## src/rtl/ps2h_pkg.sv

```systemverilog
package ps2h_pkg;
  localparam int unsigned ADDR_W = 4;
  localparam logic [ADDR_W-1:0] OFS_DATA = 4'h0;
  localparam logic [ADDR_W-1:0] OFS_CTRL = 4'h4;
  localparam logic [ADDR_W-1:0] OFS_STAT = 4'h8;

  localparam logic [1:0] PAR_ODD  = 2'd0;
  localparam logic [1:0] PAR_EVEN = 2'd1;
  localparam logic [1:0] STP_HIGH = 2'd0;
  localparam logic [1:0] STP_LOW  = 2'd1;

  typedef struct packed {
    logic [1:0] stop;
    logic [1:0] par;
    logic       en;
    logic       dir;
  } ctrl_t;

  typedef enum logic [1:0] {TX_IDLE, TX_INHIBIT, TX_WAIT, TX_SHIFT} tx_state_e;
endpackage

```

## src/rtl/ps2h_sync.sv

```systemverilog
module ps2h_sync #(
  parameter int unsigned STAGES = 2
) (
  input  logic clk_i,
  input  logic rst_ni,
  input  logic clk_line_i,
  input  logic dat_line_i,
  output logic fall_o,
  output logic dat_o
);
  localparam int unsigned MSB = STAGES - 1;
  logic [MSB:0] clk_q, dat_q;
  logic         clk_prev_q;

  always_ff @(posedge clk_i or negedge rst_ni) begin
    if (!rst_ni) begin
      clk_q      <= '1;
      dat_q      <= '1;
      clk_prev_q <= 1'b1;
    end else begin
      clk_q      <= {clk_q[MSB-1:0], clk_line_i};
      dat_q      <= {dat_q[MSB-1:0], dat_line_i};
      clk_prev_q <= clk_q[MSB];
    end
  end

  assign fall_o = clk_prev_q & ~clk_q[MSB];
  assign dat_o  = dat_q[MSB];
endmodule

```

## src/rtl/ps2h_rx.sv

```systemverilog
module ps2h_rx import ps2h_pkg::*; #(
  parameter int unsigned TMO_CYC = 9600
) (
  input  logic       clk_i,
  input  logic       rst_ni,
  input  logic       en_i,
  input  logic       fall_i,
  input  logic       dat_i,
  input  logic [1:0] par_mode_i,
  input  logic [1:0] stop_mode_i,
  output logic       done_o,
  output logic [7:0] byte_o,
  output logic       perr_o,
  output logic       ferr_o,
  output logic       tmo_o,
  output logic       busy_o
);
  localparam int unsigned TW = $clog2(TMO_CYC + 1);

  logic [3:0]    cnt_q;
  logic [7:0]    sh_q;
  logic          par_q;
  logic [TW-1:0] tmr_q;
  logic          odd9, par_bad, stop_bad;

  assign odd9     = ^{sh_q, par_q};
  assign par_bad  = (par_mode_i == PAR_ODD)  ? ~odd9 :
                    (par_mode_i == PAR_EVEN) ?  odd9 : 1'b0;
  assign stop_bad = (stop_mode_i == STP_HIGH) ? ~dat_i :
                    (stop_mode_i == STP_LOW)  ?  dat_i : 1'b0;
  assign busy_o   = (cnt_q != 4'd0);

  always_ff @(posedge clk_i or negedge rst_ni) begin
    if (!rst_ni) begin
      cnt_q  <= '0;
      sh_q   <= '0;
      par_q  <= 1'b0;
      tmr_q  <= '0;
      done_o <= 1'b0;
      byte_o <= '0;
      perr_o <= 1'b0;
      ferr_o <= 1'b0;
      tmo_o  <= 1'b0;
    end else begin
      done_o <= 1'b0;
      tmo_o  <= 1'b0;
      if (!en_i) begin
        cnt_q <= '0;
        tmr_q <= '0;
      end else if (fall_i) begin
        tmr_q <= '0;
        case (cnt_q)
          4'd0:  if (!dat_i) cnt_q <= 4'd1;
          4'd9:  begin par_q <= dat_i; cnt_q <= 4'd10; end
          4'd10: begin
            done_o <= 1'b1;
            byte_o <= sh_q;
            perr_o <= par_bad;
            ferr_o <= stop_bad;
            cnt_q  <= '0;
          end
          default: begin
            sh_q  <= {dat_i, sh_q[7:1]};
            cnt_q <= cnt_q + 4'd1;
          end
        endcase
      end else if (busy_o) begin
        if (tmr_q >= TW'(TMO_CYC - 1)) begin
          tmo_o <= 1'b1;
          cnt_q <= '0;
          tmr_q <= '0;
        end else begin
          tmr_q <= tmr_q + 1'b1;
        end
      end
    end
  end

  assert_tmo_idle_R8: assert property (@(posedge clk_i) disable iff (!rst_ni)
    tmo_o |-> !busy_o);
  assert_off_idle_R14: assert property (@(posedge clk_i) disable iff (!rst_ni)
    !en_i |=> !busy_o);
endmodule

```

## src/rtl/ps2h_tx.sv

```systemverilog
module ps2h_tx import ps2h_pkg::*; #(
  parameter int unsigned INHIBIT_CYC      = 4800,
  parameter int unsigned TX_START_TMO_CYC = 720000,
  parameter int unsigned TX_TMO_CYC       = 96000
) (
  input  logic       clk_i,
  input  logic       rst_ni,
  input  logic       en_i,
  input  logic       start_i,
  input  logic [7:0] byte_i,
  input  logic [1:0] par_mode_i,
  input  logic       fall_i,
  output logic       clk_oe_o,
  output logic       dat_oe_o,
  output logic       idle_o,
  output logic       sttmo_o,
  output logic       tmo_o
);
  localparam int unsigned M1   = (INHIBIT_CYC > TX_START_TMO_CYC) ? INHIBIT_CYC : TX_START_TMO_CYC;
  localparam int unsigned TMAX = (M1 > TX_TMO_CYC) ? M1 : TX_TMO_CYC;
  localparam int unsigned TW   = $clog2(TMAX + 1);

  tx_state_e     st_q;
  logic [TW-1:0] tmr_q;
  logic [3:0]    cnt_q;
  logic [9:0]    sh_q;
  logic          par_bit;

  assign par_bit  = (par_mode_i == PAR_EVEN) ? ^byte_i : ~^byte_i;
  assign clk_oe_o = (st_q == TX_INHIBIT);
  assign idle_o   = (st_q == TX_IDLE);

  always_ff @(posedge clk_i or negedge rst_ni) begin
    if (!rst_ni) begin
      st_q     <= TX_IDLE;
      tmr_q    <= '0;
      cnt_q    <= '0;
      sh_q     <= '1;
      dat_oe_o <= 1'b0;
      sttmo_o  <= 1'b0;
      tmo_o    <= 1'b0;
    end else begin
      sttmo_o <= 1'b0;
      tmo_o   <= 1'b0;
      if (!en_i) begin
        st_q     <= TX_IDLE;
        tmr_q    <= '0;
        dat_oe_o <= 1'b0;
      end else begin
        case (st_q)
          TX_IDLE: if (start_i) begin
            sh_q  <= {1'b1, par_bit, byte_i};
            tmr_q <= '0;
            st_q  <= TX_INHIBIT;
          end
          TX_INHIBIT: begin
            if (tmr_q >= TW'(INHIBIT_CYC - 1)) begin
              tmr_q    <= '0;
              dat_oe_o <= 1'b1;
              st_q     <= TX_WAIT;
            end else tmr_q <= tmr_q + 1'b1;
          end
          TX_WAIT: begin
            if (fall_i) begin
              tmr_q <= '0;
              cnt_q <= 4'd1;
              st_q  <= TX_SHIFT;
            end else if (tmr_q >= TW'(TX_START_TMO_CYC - 1)) begin
              sttmo_o  <= 1'b1;
              dat_oe_o <= 1'b0;
              st_q     <= TX_IDLE;
            end else tmr_q <= tmr_q + 1'b1;
          end
          default: begin
            if (fall_i) begin
              tmr_q <= '0;
              cnt_q <= cnt_q + 4'd1;
              if (cnt_q == 4'd11) begin
                dat_oe_o <= 1'b0;
                st_q     <= TX_IDLE;
              end else begin
                dat_oe_o <= ~sh_q[0];
                sh_q     <= {1'b1, sh_q[9:1]};
              end
            end else if (tmr_q >= TW'(TX_TMO_CYC - 1)) begin
              tmo_o    <= 1'b1;
              dat_oe_o <= 1'b0;
              st_q     <= TX_IDLE;
            end else tmr_q <= tmr_q + 1'b1;
          end
        endcase
      end
    end
  end

  assert_idle_quiet_R10: assert property (@(posedge clk_i) disable iff (!rst_ni)
    idle_o |-> (!clk_oe_o && !dat_oe_o));
  assert_request_R11: assert property (@(posedge clk_i) disable iff (!rst_ni)
    (st_q == TX_WAIT && $past(st_q) == TX_INHIBIT) |-> (dat_oe_o && !clk_oe_o));
  assert_sttmo_release_R12: assert property (@(posedge clk_i) disable iff (!rst_ni)
    sttmo_o |-> (idle_o && !dat_oe_o));
endmodule

```

## src/rtl/ps2h_port.sv

```systemverilog
module ps2h_port import ps2h_pkg::*; #(
  parameter int unsigned SYNC_STAGES      = 2,
  parameter int unsigned INHIBIT_CYC      = 4800,
  parameter int unsigned RX_TMO_CYC       = 9600,
  parameter int unsigned TX_START_TMO_CYC = 720000,
  parameter int unsigned TX_TMO_CYC       = 96000
) (
  input  logic              clk_i,
  input  logic              rst_ni,
  input  logic [ADDR_W-1:0] reg_addr_i,
  input  logic              reg_wr_i,
  input  logic              reg_rd_i,
  input  logic [7:0]        reg_wdata_i,
  output logic [7:0]        reg_rdata_o,
  input  logic              ps2_clk_i,
  input  logic              ps2_dat_i,
  output logic              ps2_clk_oe_o,
  output logic              ps2_dat_oe_o
);
  ctrl_t      ctrl_q;
  logic [7:0] rx_data_q;
  logic       rdy_q, rxtmo_q, pe_q, fe_q, txtmo_q, txsttmo_q;
  logic       fall, sdat;
  logic       rx_done, rx_perr, rx_ferr, rx_tmo, rx_busy;
  logic [7:0] rx_byte;
  logic       tx_idle, tx_sttmo, tx_tmo, tx_start;
  logic       wr_data, wr_ctrl, wr_stat, rd_data;

  assign wr_data  = reg_wr_i && (reg_addr_i == OFS_DATA);
  assign wr_ctrl  = reg_wr_i && (reg_addr_i == OFS_CTRL);
  assign wr_stat  = reg_wr_i && (reg_addr_i == OFS_STAT);
  assign rd_data  = reg_rd_i && (reg_addr_i == OFS_DATA);
  assign tx_start = wr_data && ctrl_q.en && ctrl_q.dir && tx_idle;

  ps2h_sync #(.STAGES(SYNC_STAGES)) u_sync (
    .clk_i, .rst_ni, .clk_line_i(ps2_clk_i), .dat_line_i(ps2_dat_i),
    .fall_o(fall), .dat_o(sdat)
  );

  ps2h_rx #(.TMO_CYC(RX_TMO_CYC)) u_rx (
    .clk_i, .rst_ni, .en_i(ctrl_q.en && !ctrl_q.dir), .fall_i(fall), .dat_i(sdat),
    .par_mode_i(ctrl_q.par), .stop_mode_i(ctrl_q.stop),
    .done_o(rx_done), .byte_o(rx_byte), .perr_o(rx_perr), .ferr_o(rx_ferr),
    .tmo_o(rx_tmo), .busy_o(rx_busy)
  );

  ps2h_tx #(.INHIBIT_CYC(INHIBIT_CYC), .TX_START_TMO_CYC(TX_START_TMO_CYC),
            .TX_TMO_CYC(TX_TMO_CYC)) u_tx (
    .clk_i, .rst_ni, .en_i(ctrl_q.en && ctrl_q.dir), .start_i(tx_start),
    .byte_i(reg_wdata_i), .par_mode_i(ctrl_q.par), .fall_i(fall),
    .clk_oe_o(ps2_clk_oe_o), .dat_oe_o(ps2_dat_oe_o), .idle_o(tx_idle),
    .sttmo_o(tx_sttmo), .tmo_o(tx_tmo)
  );

  always_ff @(posedge clk_i or negedge rst_ni) begin
    if (!rst_ni) begin
      ctrl_q    <= '0;
      rx_data_q <= '0;
      rdy_q     <= 1'b0;
      rxtmo_q   <= 1'b0;
      pe_q      <= 1'b0;
      fe_q      <= 1'b0;
      txtmo_q   <= 1'b0;
      txsttmo_q <= 1'b0;
    end else begin
      if (wr_ctrl) ctrl_q <= ctrl_t'(reg_wdata_i[5:0]);
      if (rx_done) begin
        rx_data_q <= rx_byte;
        rdy_q     <= 1'b1;
      end else if (rd_data) rdy_q <= 1'b0;
      // sticky: a set in the same cycle wins over a clear
      rxtmo_q   <= rx_tmo   | (rxtmo_q   & ~(wr_stat & reg_wdata_i[1]));
      pe_q      <= (rx_done & rx_perr) | (pe_q & ~(wr_stat & reg_wdata_i[2]));
      fe_q      <= (rx_done & rx_ferr) | (fe_q & ~(wr_stat & reg_wdata_i[3]));
      txtmo_q   <= tx_tmo   | (txtmo_q   & ~(wr_stat & reg_wdata_i[5]));
      txsttmo_q <= tx_sttmo | (txsttmo_q & ~(wr_stat & reg_wdata_i[7]));
    end
  end

  always_comb begin
    case (reg_addr_i)
      OFS_DATA: reg_rdata_o = rx_data_q;
      OFS_CTRL: reg_rdata_o = {2'b00, ctrl_q};
      OFS_STAT: reg_rdata_o = {txsttmo_q, rx_busy, txtmo_q, tx_idle,
                               fe_q, pe_q, rxtmo_q, rdy_q};
      default:  reg_rdata_o = 8'h00;
    endcase
  end

  assert_ready_on_frame_R2: assert property (@(posedge clk_i) disable iff (!rst_ni)
    rx_done |=> rdy_q);
  assert_w1c_parity_R7: assert property (@(posedge clk_i) disable iff (!rst_ni)
    (wr_stat && reg_wdata_i[2] && !(rx_done && rx_perr)) |=> !pe_q);
endmodule

```

## config.mk

```make
export PLATFORM = sky130hd
export DESIGN_NAME = ps2h_port
export DESIGN_NICKNAME = d
export VERILOG_FILES = /design/src/rtl/ps2h_pkg.sv /design/src/rtl/ps2h_sync.sv /design/src/rtl/ps2h_rx.sv /design/src/rtl/ps2h_tx.sv /design/src/rtl/ps2h_port.sv
export SDC_FILE = /design/constraint.sdc
export NUM_CORES = 1
export LEC_CHECK = 0
export BUFFER_PORTS_ARGS = -buffer_cell sky130_fd_sc_hd__buf_2
export CAP_MARGIN = 20
export CELL_PAD_IN_SITES_DETAIL_PLACEMENT = 0
export CELL_PAD_IN_SITES_GLOBAL_PLACEMENT = 1
export CORE_MARGIN = 2
export CORE_UTILIZATION = 53
export DETAILED_ROUTE_END_ITERATION = 8
export GPL_TIMING_DRIVEN = 0
export HOLD_SLACK_MARGIN = 0.03
export PLACE_DENSITY_LB_ADDON = 0.25
export SYNTH_ARGS = -nofsm -noshare
export SYNTH_HDL_FRONTEND = slang
export SYNTH_SLANG_ARGS = --single-unit
```

## constraint.sdc

```tcl
create_clock -name clk_i -period 5.2 [get_ports clk_i]
set_input_delay 0.26 -clock clk_i [delete_from_list [all_inputs] [get_ports clk_i]]
set_output_delay 0.26 -clock clk_i [all_outputs]
set_load 0.05 [all_outputs]
```

==> out/results.tsv <==
stage	metric	value	unit
timing	final setup vio count	0	
critical_path	CP Max Fanout	10	
grt	grt peak-use layer	met2	
clock_network	total CTS buffers	9	
clock_network	root buffer cell	clkbuf_8	
yosys	Syn Area/Cell	10.3	µm²
clock_network	cts repair resizes	0	
timing	Hold Violations, Final	0	
grt	gr usage total	22.4	%
die	Initial Util	55.0	%
timing	FMAX	367	MHz
routing	final WL	11600	µm
grt	largest net degree at the start of global routing	69	
clock_network	# clock sinks	102	
timing	max_slew headroom	33.6	%
critical_path	critical path cell sequence	ha_1, nand4_1, o21ai_0, a31oi_1, o221ai_2, buf_2, nor3_1, a221o_1	
yosys	Area contributors post-synth	dfrtp_1 41%, dfstp_2 6.8%, nand2_1 4.8%, mux2_2 4.8%, nor2_1 3.3%	
routing	via count	4105	
yosys	Post-synth top flop	dfrtp_1	
yosys	Synth area leader	dfrtp_1	
yosys	Async S/R FF share, synth	100	%
routing	wire length per cell	16.4	µm
critical_path	Worst setup SP type	register	
die	die width	105	µm
yosys	Yosys warnings	0	
pwr	VDD IR max	166	µV
critical_path	WP data required	5480	ps
critical_path	Setup CP Type	reg -> reg	
timing	Worst Slack Setup Final	2480	ps
yosys	sequential share of the synthesized area	47.4	%
clock_network	H-tree Lvls	3	
grt	initial antenna violation count	0	
critical_path	crit path from	u_tx.tmr_q[0]	
critical_path	CP endpoint kind	register	
timing	hold_ws	142	ps
grt	vias in the first global route	4064	
routing	Antenna Nets Post-Route	0	
timing	min cycle time layout	2720	ps
final_layout	Area Overhead vs Synth	10.5	%
grt	grt met3 use	4.49	%
routing	vias per cell	5.80	
timing	final worst-path cycle share	52.4	%
placed_design	RePlAce Congestion	0.805	
yosys	synth cell count leaders	88 x dfrtp_1, 70 x nand2_1, 47 x nor2_1, 24 x a21oi_1, 23 x mux2_2	
placed_design	Placed Area	5770	µm²
run	Max Cap Viol	0	
timing	Fin Setup TNS	0	ps
yosys	Syn Inst Count	527	
grt	met1 usage	30.0	%
yosys	Yosys top cell area share	40.6	%
grt	grt total ovfl	0	
die	placeable core region	9860	µm²
pwr	Static Leak	2.84	nW
critical_path	Crit path largest cell delay	440	ps
final_layout	final net count	600	
clock_network	CTS clk-pin slew, worst paths	100	ps
worst_hold_path	hold_sp	reg_rd_i	
die	Top-Level Pins	28	
timing	RSZ-0062 raised after global routing	no	
worst_hold_path	Hold WC Path Type	in -> reg	
final_layout	cell area after layout	5990	µm²
placed_design	IO buf count	27	
grt	met2 Resource Use GR	36.2	%
status	status	completed	
timing	Tightest Pin Transition	987	ps
yosys	Syn Nets	557	
yosys	top-count cell post-synth	dfrtp_1	
final_layout	share of layout cells above drive strength 1	20.2	%
yosys	register bit count reported by yosys	102	
yosys	Yosys cell types	73	
timing	max-slew violations	0	
placed_design	pre-CTS setup slack	2500	ps
critical_path	CP arrival	3010	ps
timing	Clock Skews	14.4	ps
clock_network	worst-skew pair later-pin latency	390	ps
clock_network	Post-CTS Setup Bufs	0	
routing	drt drc	0	
clock_network	clk buf depth	2	
die	Core Rows	36	
routing	router iterations before antenna repair	7	
clock_network	clock tree from TritonCTS	done	
clock_network	hold_buf cts	3	
placed_design	Final HPWL DP	8330	µm
pwr	power density cells	291	nW/µm²
grt	first-pass GRT wire length	19700	µm
yosys	Syn Std Cell Area	5430	µm²
yosys	EDFF count, synth	0	
routing	Detailed Route Iter0 Violations	259	
critical_path	Crit Reg-Reg Startpoint	u_tx.tmr_q[0]	
die	full die area	11100	µm²
critical_path	Slowest-stage cell, CP	o221ai_2	
final_layout	number of antenna diodes	0	
die	die height	105	µm
[power by group]
group | total [W] | switching (W) | internal, W
Clock | 0.000507 | 0.000283 | 0.000224
Sequential | 0.000906 | 0.0000420 | 0.000864
Combinational | 0.000331 | 0.000190 | 0.000141
Total | 0.00174 | 0.000515 | 0.00123
[through the flow]
step                power, W  utilization (%)  instances
finish               0.00174             60.8        708
global route         0.00184             60.8        708
CTS                  0.00177             60.8        708
detailed placement   0.00125             58.5        689
global placement     0.00124             58.1        687
floorplan            0.00116                -        527
[layout by cell type, fill, tap and decap left out, types with 8 or more instances in the layout]
cell type  count
inv_1         15
dfrtp_1       88
nand3_1       16
mux2_2        23
xnor2_1       20
ha_1          12
buf_2         29
dfstp_2       14
clkbuf_8      11
mux2i_1        8
o21ai_0       10
nand2_1       70
a22o_1        12
nor2_1        47
a21o_1        15
o21ai_1        8
xor2_1        10
a21oi_1       24
[logic make-up (layout without fill, tap and decap cells)]
family / Yosys count / after routing / synth area share, %
adder cells (fa/ha/maj): 12 / 12 / 2.77
flip-flops: 102 / 102 / 47.4
XOR/XNOR: 30 / 30 / 4.84
multiplexers: 33 / 33 / 6.80
buffers and inverters: 35 / 83 / 3.69
AO/OA/AOI/OAI: 111 / 111 / 15.0
AND/OR/NAND/NOR: 204 / 204 / 19.5
[routing by layer]
metal | part of all wire (%) | wire length [µm]
met1 | 47 | 5520
met2 | 48 | 5530
met3 | 3.0 | 351
met4 | 2.0 | 227
met5 | 0 | 0
[final timing paths]
kind / to / slack, ps / depth (start not counted)
max in group asynchronous: u_sync.clk_q[0] / 4100 / 3
worst min register to register: u_sync.dat_q[1] / 360 / 0
worst max-delay path: u_tx.tmr_q[18] / 2480 / 8
min in group asynchronous: u_rx.byte_o[2] / 360 / 2
worst min-delay path: rdy_q / 140 / 3
worst max register to register: u_tx.tmr_q[18] / 2480 / 8
[worst max-delay path: cells and delay by family, from the launching register on]
| kind | cells | cell delay, ps |
|---|---|---|
| buf+inv | 1 | 320 |
| compound gates | 4 | 1280 |
| flops | 1 | 400 |
| simple gates | 2 | 360 |
| fa+ha+maj | 1 | 260 |
[registers in the layout, indices dropped and copies added (netlist names), 2 cells and up]
register and cells:
ctrl_q 6, rx_data_q 8, u_rx.byte_o 8, u_rx.cnt_q 4
u_rx.sh_q 8, u_rx.tmr_q 14, u_sync.clk_q 2, u_sync.dat_q 2
u_tx.cnt_q 4, u_tx.sh_q 9, u_tx.st_q 2, u_tx.tmr_q 20
[cell type report]
type | instances | area [µm²]
fillers | 833 | 3870
multi-input cells | 390 | 2660
flip-flops and latches | 102 | 2570
repair buffers | 32 | 205
well taps | 133 | 166
plain buffers | 19 | 140
clock buffers | 9 | 124
clock inverters | 7 | 73.8
inverters | 16 | 60.1
No activity file was read; power rests on OpenSTA's default activity.
